--- src/rtl/serial_rx_pkg.sv ---
package serial_rx_pkg;

    typedef enum logic [2:0] {
        ST_IDLE,
        ST_START,
        ST_DATA,
        ST_PARITY,
        ST_STOP
    } rx_state_e;

    // kind[1:0]: 00 even, 01 odd, 10 constant 0, 11 constant 1
    function automatic logic parity_expect(input logic data_xor, input logic [1:0] kind);
        logic p;
        case (kind)
            2'b00:   p = data_xor;
            2'b01:   p = ~data_xor;
            2'b10:   p = 1'b0;
            default: p = 1'b1;
        endcase
        return p;
    endfunction

endpackage

--- src/rtl/serial_rx_edge.sv ---
module serial_rx_edge (
    input  logic clk,
    input  logic rst_n,
    input  logic level,
    output logic rise
);
    typedef struct packed {
        logic prev;
    } edge_reg_t;

    edge_reg_t r_q, r_d;

    always_comb begin
        r_d      = r_q;
        r_d.prev = level;
    end

    always_ff @(posedge clk or negedge rst_n) begin
        if (!rst_n) r_q <= '{prev: 1'b1};
        else        r_q <= r_d;
    end

    assign rise = level & ~r_q.prev;

    // a held-high clock gives one sample, not many
    assert_rise_single_R4: assert property (@(posedge clk) disable iff (!rst_n)
        rise |=> !rise);

endmodule

--- src/rtl/serial_rx_framer.sv ---
module serial_rx_framer
    import serial_rx_pkg::*;
#(
    parameter int DATA_BITS  = 8,
    parameter int OVERSAMPLE = 16
) (
    input  logic                 clk,
    input  logic                 rst_n,
    input  logic                 sync_mode,
    input  logic [2:0]           parity_mode,
    input  logic                 baud_tick,
    input  logic                 baud_rise,
    input  logic                 rxd,
    output logic                 char_done,
    output logic [DATA_BITS-1:0] char_data,
    output logic                 char_par_bad,
    output logic                 char_frm_bad
);
    localparam int CW = $clog2(OVERSAMPLE);
    localparam int IW = $clog2(DATA_BITS);
    localparam logic [CW-1:0] HALF_LAST = CW'(OVERSAMPLE / 2 - 1);
    localparam logic [CW-1:0] FULL_LAST = CW'(OVERSAMPLE - 1);
    localparam logic [IW-1:0] IDX_LAST  = IW'(DATA_BITS - 1);

    typedef struct packed {
        rx_state_e            state;
        logic [CW-1:0]        cnt;
        logic [IW-1:0]        idx;
        logic [DATA_BITS-1:0] shreg;
        logic                 par_bit;
        logic                 done;
        logic [DATA_BITS-1:0] out_data;
        logic                 par_bad;
        logic                 frm_bad;
    } fr_reg_t;

    fr_reg_t r_q, r_d;
    logic    step;
    logic    take;
    logic    no_parity;

    assign step      = sync_mode ? baud_rise : baud_tick;
    assign no_parity = parity_mode[2];

    always_comb begin
        r_d      = r_q;
        r_d.done = 1'b0;
        take     = 1'b0;
        case (r_q.state)
            ST_IDLE: begin
                if (step && !rxd) begin
                    r_d.cnt   = '0;
                    r_d.idx   = '0;
                    r_d.state = sync_mode ? ST_DATA : ST_START;
                end
            end
            ST_START: begin
                if (step) begin
                    if (r_q.cnt == HALF_LAST) begin
                        r_d.cnt   = '0;
                        r_d.state = rxd ? ST_IDLE : ST_DATA;
                    end else begin
                        r_d.cnt = r_q.cnt + 1'b1;
                    end
                end
            end
            default: begin
                if (step) begin
                    if (sync_mode || r_q.cnt == FULL_LAST) begin
                        r_d.cnt = '0;
                        take    = 1'b1;
                    end else begin
                        r_d.cnt = r_q.cnt + 1'b1;
                    end
                end
            end
        endcase

        if (take) begin
            case (r_q.state)
                ST_DATA: begin
                    r_d.shreg = {rxd, r_q.shreg[DATA_BITS-1:1]};
                    r_d.idx   = r_q.idx + 1'b1;
                    if (r_q.idx == IDX_LAST)
                        r_d.state = no_parity ? ST_STOP : ST_PARITY;
                end
                ST_PARITY: begin
                    r_d.par_bit = rxd;
                    r_d.state   = ST_STOP;
                end
                ST_STOP: begin
                    r_d.state    = ST_IDLE;
                    r_d.done     = 1'b1;
                    r_d.out_data = r_q.shreg;
                    r_d.frm_bad  = !rxd && (|r_q.shreg);
                    r_d.par_bad  = !no_parity &&
                        (r_q.par_bit != parity_expect(^r_q.shreg, parity_mode[1:0]));
                end
                default: ;
            endcase
        end
    end

    always_ff @(posedge clk or negedge rst_n) begin
        if (!rst_n) r_q <= '{state: ST_IDLE, default: '0};
        else        r_q <= r_d;
    end

    assign char_done    = r_q.done;
    assign char_data    = r_q.out_data;
    assign char_par_bad = r_q.par_bad;
    assign char_frm_bad = r_q.frm_bad;

    assert_false_start_R2: assert property (@(posedge clk) disable iff (!rst_n)
        (r_q.state == ST_START && baud_tick && !sync_mode && r_q.cnt == HALF_LAST && rxd)
        |=> (r_q.state == ST_IDLE && !r_q.done));

    assert_sync_start_R4: assert property (@(posedge clk) disable iff (!rst_n)
        (r_q.state == ST_IDLE && sync_mode && baud_rise && !rxd) |=> (r_q.state == ST_DATA));

    assert_break_no_frame_R10: assert property (@(posedge clk) disable iff (!rst_n)
        (r_q.done && r_q.out_data == '0) |-> !r_q.frm_bad);

    assert_done_pulse_R6: assert property (@(posedge clk) disable iff (!rst_n)
        r_q.done |=> !r_q.done);

endmodule

--- src/rtl/serial_rx_status.sv ---
module serial_rx_status #(
    parameter int DATA_BITS = 8
) (
    input  logic                 clk,
    input  logic                 rst_n,
    input  logic                 char_done,
    input  logic [DATA_BITS-1:0] char_data,
    input  logic                 char_par_bad,
    input  logic                 char_frm_bad,
    input  logic                 rd_strobe,
    input  logic                 clr_status,
    output logic [DATA_BITS-1:0] rx_data,
    output logic                 rx_ready,
    output logic                 overrun,
    output logic                 parity_err,
    output logic                 framing_err
);
    typedef struct packed {
        logic [DATA_BITS-1:0] data;
        logic                 ready;
        logic                 ovr;
        logic                 par;
        logic                 frm;
    } st_reg_t;

    st_reg_t r_q, r_d;
    logic    ovr_set;

    assign ovr_set = char_done && r_q.ready && !rd_strobe;

    always_comb begin
        r_d = r_q;
        if (char_done) begin
            r_d.data  = char_data;
            r_d.ready = 1'b1;
        end else if (rd_strobe) begin
            r_d.ready = 1'b0;
        end
        r_d.ovr = ovr_set | (r_q.ovr & ~clr_status);
        r_d.par = (char_done & char_par_bad) | (r_q.par & ~clr_status);
        r_d.frm = (char_done & char_frm_bad) | (r_q.frm & ~clr_status);
    end

    always_ff @(posedge clk or negedge rst_n) begin
        if (!rst_n) r_q <= '0;
        else        r_q <= r_d;
    end

    assign rx_data     = r_q.data;
    assign rx_ready    = r_q.ready;
    assign overrun     = r_q.ovr;
    assign parity_err  = r_q.par;
    assign framing_err = r_q.frm;

    assert_ready_after_char_R6: assert property (@(posedge clk) disable iff (!rst_n)
        char_done |=> rx_ready);

    assert_read_clears_R7: assert property (@(posedge clk) disable iff (!rst_n)
        (rd_strobe && !char_done) |=> (!rx_ready && $stable(rx_data)));

    assert_overrun_set_R8: assert property (@(posedge clk) disable iff (!rst_n)
        (char_done && rx_ready && !rd_strobe) |=> overrun);

    assert_clear_flags_R11: assert property (@(posedge clk) disable iff (!rst_n)
        (clr_status && !char_done) |=> (!overrun && !parity_err && !framing_err));

endmodule

--- src/rtl/serial_rx_flags.sv ---
module serial_rx_flags #(
    parameter int DATA_BITS  = 8,
    parameter int OVERSAMPLE = 16
) (
    input  logic                 clk,
    input  logic                 rst_n,
    input  logic                 sync_mode,
    input  logic [2:0]           parity_mode,
    input  logic                 baud_tick,
    input  logic                 baud_clk,
    input  logic                 rxd,
    input  logic                 rd_strobe,
    input  logic                 clr_status,
    output logic [DATA_BITS-1:0] rx_data,
    output logic                 rx_ready,
    output logic                 overrun,
    output logic                 parity_err,
    output logic                 framing_err
);
    logic                 baud_rise;
    logic                 char_done;
    logic [DATA_BITS-1:0] char_data;
    logic                 char_par_bad;
    logic                 char_frm_bad;

    serial_rx_edge u_edge (
        .clk   (clk),
        .rst_n (rst_n),
        .level (baud_clk),
        .rise  (baud_rise)
    );

    serial_rx_framer #(
        .DATA_BITS  (DATA_BITS),
        .OVERSAMPLE (OVERSAMPLE)
    ) u_framer (
        .clk          (clk),
        .rst_n        (rst_n),
        .sync_mode    (sync_mode),
        .parity_mode  (parity_mode),
        .baud_tick    (baud_tick),
        .baud_rise    (baud_rise),
        .rxd          (rxd),
        .char_done    (char_done),
        .char_data    (char_data),
        .char_par_bad (char_par_bad),
        .char_frm_bad (char_frm_bad)
    );

    serial_rx_status #(
        .DATA_BITS (DATA_BITS)
    ) u_status (
        .clk          (clk),
        .rst_n        (rst_n),
        .char_done    (char_done),
        .char_data    (char_data),
        .char_par_bad (char_par_bad),
        .char_frm_bad (char_frm_bad),
        .rd_strobe    (rd_strobe),
        .clr_status   (clr_status),
        .rx_data      (rx_data),
        .rx_ready     (rx_ready),
        .overrun      (overrun),
        .parity_err   (parity_err),
        .framing_err  (framing_err)
    );

endmodule

--- config.mk ---
export PLATFORM = sky130hd
export DESIGN_NAME = serial_rx_flags
export DESIGN_NICKNAME = d
export VERILOG_FILES = /design/src/rtl/serial_rx_pkg.sv /design/src/rtl/serial_rx_edge.sv /design/src/rtl/serial_rx_framer.sv /design/src/rtl/serial_rx_status.sv /design/src/rtl/serial_rx_flags.sv
export SDC_FILE = /design/constraint.sdc
export NUM_CORES = 1
export LEC_CHECK = 0
export BUFFER_PORTS_ARGS = -buffer_cell sky130_fd_sc_hd__buf_2
export CAP_MARGIN = 5
export CORE_AREA = 2 2 88 90
export CTS_BUF_LIST = sky130_fd_sc_hd__clkbuf_8 sky130_fd_sc_hd__clkbuf_16
export DETAILED_ROUTE_END_ITERATION = 10
export DIE_AREA = 0 0 90 92
export PLACE_DENSITY = 0.46
export SETUP_SLACK_MARGIN = 0.5
export SYNTH_ARGS = -nofsm -noshare
export SYNTH_HDL_FRONTEND = slang
export SYNTH_HIERARCHICAL = 1
export SYNTH_SLANG_ARGS = --single-unit
--- constraint.sdc ---
create_clock -name clk -period 2.39 [get_ports clk]
set_clock_uncertainty 0.2 [all_clocks]
set_input_delay 0.1195 -clock clk [delete_from_list [all_inputs] [get_ports clk]]
set_output_delay 0.1195 -clock clk [all_outputs]
set_load 0.05 [all_outputs]
==> impl_metrics.toml <==
[sta]
slew_viol_final = 0
maxSlewHeadroom = 0.612
setup_ws_ns = 0.541
whs_ns = 0.0307
rsz0062_at_grt = "true"
tns_ns = 0
hold_viol_final = 0
period_minus_slack_ns = 1.85
worstMarginPinSlew_ns = 0.582
finalCritPeriodShare = 0.774
finalSetupViolations = 0
clock.fmax_ghz = 0.541

[finish]
seq_area_um2 = 1080
final_nets = 231
fillCellCount = 781
multi_input_area_um2 = 922
n_antenna_cell = 0
drive_above_1_share = 0.308
final_core_util = 0.338
final-instance-count-excl-fill = 316
area_growth_pct = 16.9
layout_commonest_cell = "dfrtp_1"
layout_common_cells = "dfrtp_1 (39), buf_2 (22), o21ai_0 (18)"

[floorplan]
die_area_um2 = 8280
row_count = 32
design.portCount = 23
initial_core_util = 0.289
die_h_um = 92
die_w_um = 90
fp.coreArea_um2 = 7450

[global_route]
grt-ovfl-total = 0
antenna_found_initial = 0
grt_usage = 0.106
grt_pass1_wl_um = 6930
grt_max_degree = 26
grt_pass1_vias = 1392

[synth]
ys_seq_area_frac = 0.500
synth-compound-area-share = 0.150
yosys_most_used_dff = "dfrtp_1"
synth_top_family_by_area = "compound AO/OA/AOI/OAI gates"
synth_nets = 204
avgSynthCellArea_um2 = 11.6
post_synth_instance_area_um2 = 2150
yosysWarnings = 6
yosys.area_share.simple = 0.0877
yosys_register_bits = 43
synth-edff-count = 0
ys_async_sr_fraction = 1.00
synth_cell_types = 45
yosys.area_share.adder = 0.0407
synthXorXnorAreaFrac = 0.0163
synthCells = 186
muxShareOfSynthArea = 0.119

[setup_path]
critPathMaxFanout = 11
cp-end-kind = "flip-flop"
path_buf_inv = 0
timing.rr.start = "u_framer/r_q[23]"
critPathTopFamily = "compound AO/OA/AOI/OAI gates"
ff2ff_setup_slack_ns = 0.54
cpPeakStageDelay_ns = 0.41
cpMaxStageDelayCell = "dfrtp_1"
critical_path_class = "reg2reg"
reg2reg_to = "u_framer/char_par_bad"
cp_cell_sequence = "ha_4, nand3_1, o2bb2a_4, or2_4, o41ai_2"
required_ns = 2.39
cp.arrival_ns = 1.85
reg2reg_depth = 5
start_kind = "flip-flop"

[clocking]
htree_levels = 2
ctsLongestPathBuffers = 2
clk-insertion-delay-late_ns = 0.29
clock_sinks = 43
clockRootBuffer = "clkbuf_8"
cts_inserted_buffers = 5
cts_tree = "done"
cts.clk_slew.worst_paths_ns = 0.08

[power]
power.density_nw_per_um2 = 784
vdd_drop_max_mv = 0.252
cellLeakagePower_nw = 1.19

[route]
via_count = 1408
viasPerCell = 4.46
final_antenna_net_count = 0
drtPass1Iterations = 4
remaining_drc_errors = 0
dr.first_iter.drc_count = 37
drt-total-wl_um = 4010
wl_per_cell_um = 12.7

[placement]
place_inst = 297
dp_hpwl_um = 2840
place_congestion = 0.750
dp_slack_ns = 0.338
portBuffers = 22

[status]
status = "completed"

[worst_hold_path]
hold_path_depth = 4
whs_endpoint = "u_framer/char_par_bad"
hp-class = "in2reg"
hp-start = "parity_mode[1]"

[run]
cap_violations = 0
==> per-stage QoR <==
| stage | total power [W] | instance area (µm²) |
|---|---|---|
| global route | 0.00214 | 2520 |
| detailed placement | 0.00147 | 2290 |
| CTS | 0.00197 | 2480 |
| global placement | 0.00147 | 2290 |
| finish | 0.00197 | 2520 |
| floorplan | 0.00137 | 2150 |
==> state kept, by name, summed over array words and instances, names as in the netlist <==
| signal | count |
|---|---|
| u_edge/r_q | 1 |
| u_framer/r_q | 19 |
| u_status/overrun | 1 |
| u_status/rx_data | 8 |
| u_framer/char_frm_bad | 1 |
| u_framer/char_data | 8 |
| u_status/parity_err | 1 |
| u_status/framing_err | 1 |
| u_framer/char_done | 1 |
| u_status/rx_ready | 1 |
| u_framer/char_par_bad | 1 |
==> how the worst max path moves through the flow <==
stage,startpoint,endpoint,slack [ns],cells past startpoint
after floorplan,u_framer/r_q[23],u_framer/r_q[11],0.50,6
after global placement,u_framer/r_q[23],u_framer/char_par_bad,0.37,5
after detailed placement,u_framer/r_q[23],u_framer/char_par_bad,0.34,5
after CTS,u_framer/r_q[24],u_framer/char_par_bad,0.50,5
after global routing,u_framer/r_q[23],u_framer/r_q[22],0.46,6
final,u_framer/r_q[23],u_framer/char_par_bad,0.54,5
==> what timing repair did <==
item | CTS | global route
pin swaps | 1 | 1
endpoints found under the setup margin | 17 | 15
gates resized for setup | 3 | 7
endpoints found under the hold margin | 31 | 0
setup buffers | 3 | 2
hold buffers | 6 | 0
==> power breakdown <==
part	leakage, nW	total (W)	switching [W]	internal (W)
Sequential	0.522	0.000980	0.000134	0.000847
Clock	0.0453	0.000453	0.000253	0.000200
Combinational	0.618	0.000541	0.000286	0.000255
Total	1.19	0.00197	0.000673	0.00130
==> logic make-up (layout without fill, tap and decap cells) <==
group,count (synthesis),after routing
mux,22,22
flops,43,43
fa+ha+maj,7,7
simple gates,33,33
buf+inv,33,61
xor+xnor,4,4
compound gates,44,44
==> cells in the mapped netlist, types with 2 or more instances <==
cell,instances,area share
xnor2_1,2,0.0081
nand3_1,4,0.0093
nand2_1,10,0.017
o21ai_0,18,0.042
mux2_2,4,0.021
nand2b_1,3,0.0087
xor2_1,2,0.0081
mux2i_1,12,0.056
buf_2,2,0.0046
buf_6,4,0.021
ha_1,7,0.041
o22a_1,2,0.0081
o31ai_1,2,0.0070
clkbuf_1,3,0.0052
inv_1,16,0.028
a22o_2,2,0.0093
mux2_4,6,0.042
a21oi_1,2,0.0046
nor4_1,2,0.0058
o21a_1,2,0.0070
nor2_1,5,0.0087
buf_4,8,0.028
a41o_1,2,0.0093
dfrtp_1,42,0.49
o21ai_1,4,0.0093
==> cell type report <==
| class | instances | share of cell area |
|---|---|---|
| Sequential cell | 43 | 0.429 |
| Multi-Input combinational cell | 110 | 0.366 |
| Timing Repair Buffer | 37 | 0.0959 |
| Tap cell | 102 | 0.0507 |
| Clock buffer | 5 | 0.0273 |
| Inverter | 16 | 0.0239 |
| Clock inverter | 3 | 0.00646 |
==> routing by layer <==
metal	global-route usage	wire [µm]
met5	0	0
met4	0.0423	73
met3	0.0296	152
met2	0.164	1890
met1	0.141	1900
==> worst reg2reg max path, delay by kind of cell (launching register included) <==
| kind | cells | cell delay (ns) |
|---|---|---|
| flip-flops | 1 | 0.41 |
| adder cells (fa/ha/maj) | 1 | 0.18 |
| AND/OR/NAND/NOR | 2 | 0.39 |
| AO/OA/AOI/OAI | 2 | 0.57 |
Note: power is estimated with default switching activity, not from simulation.
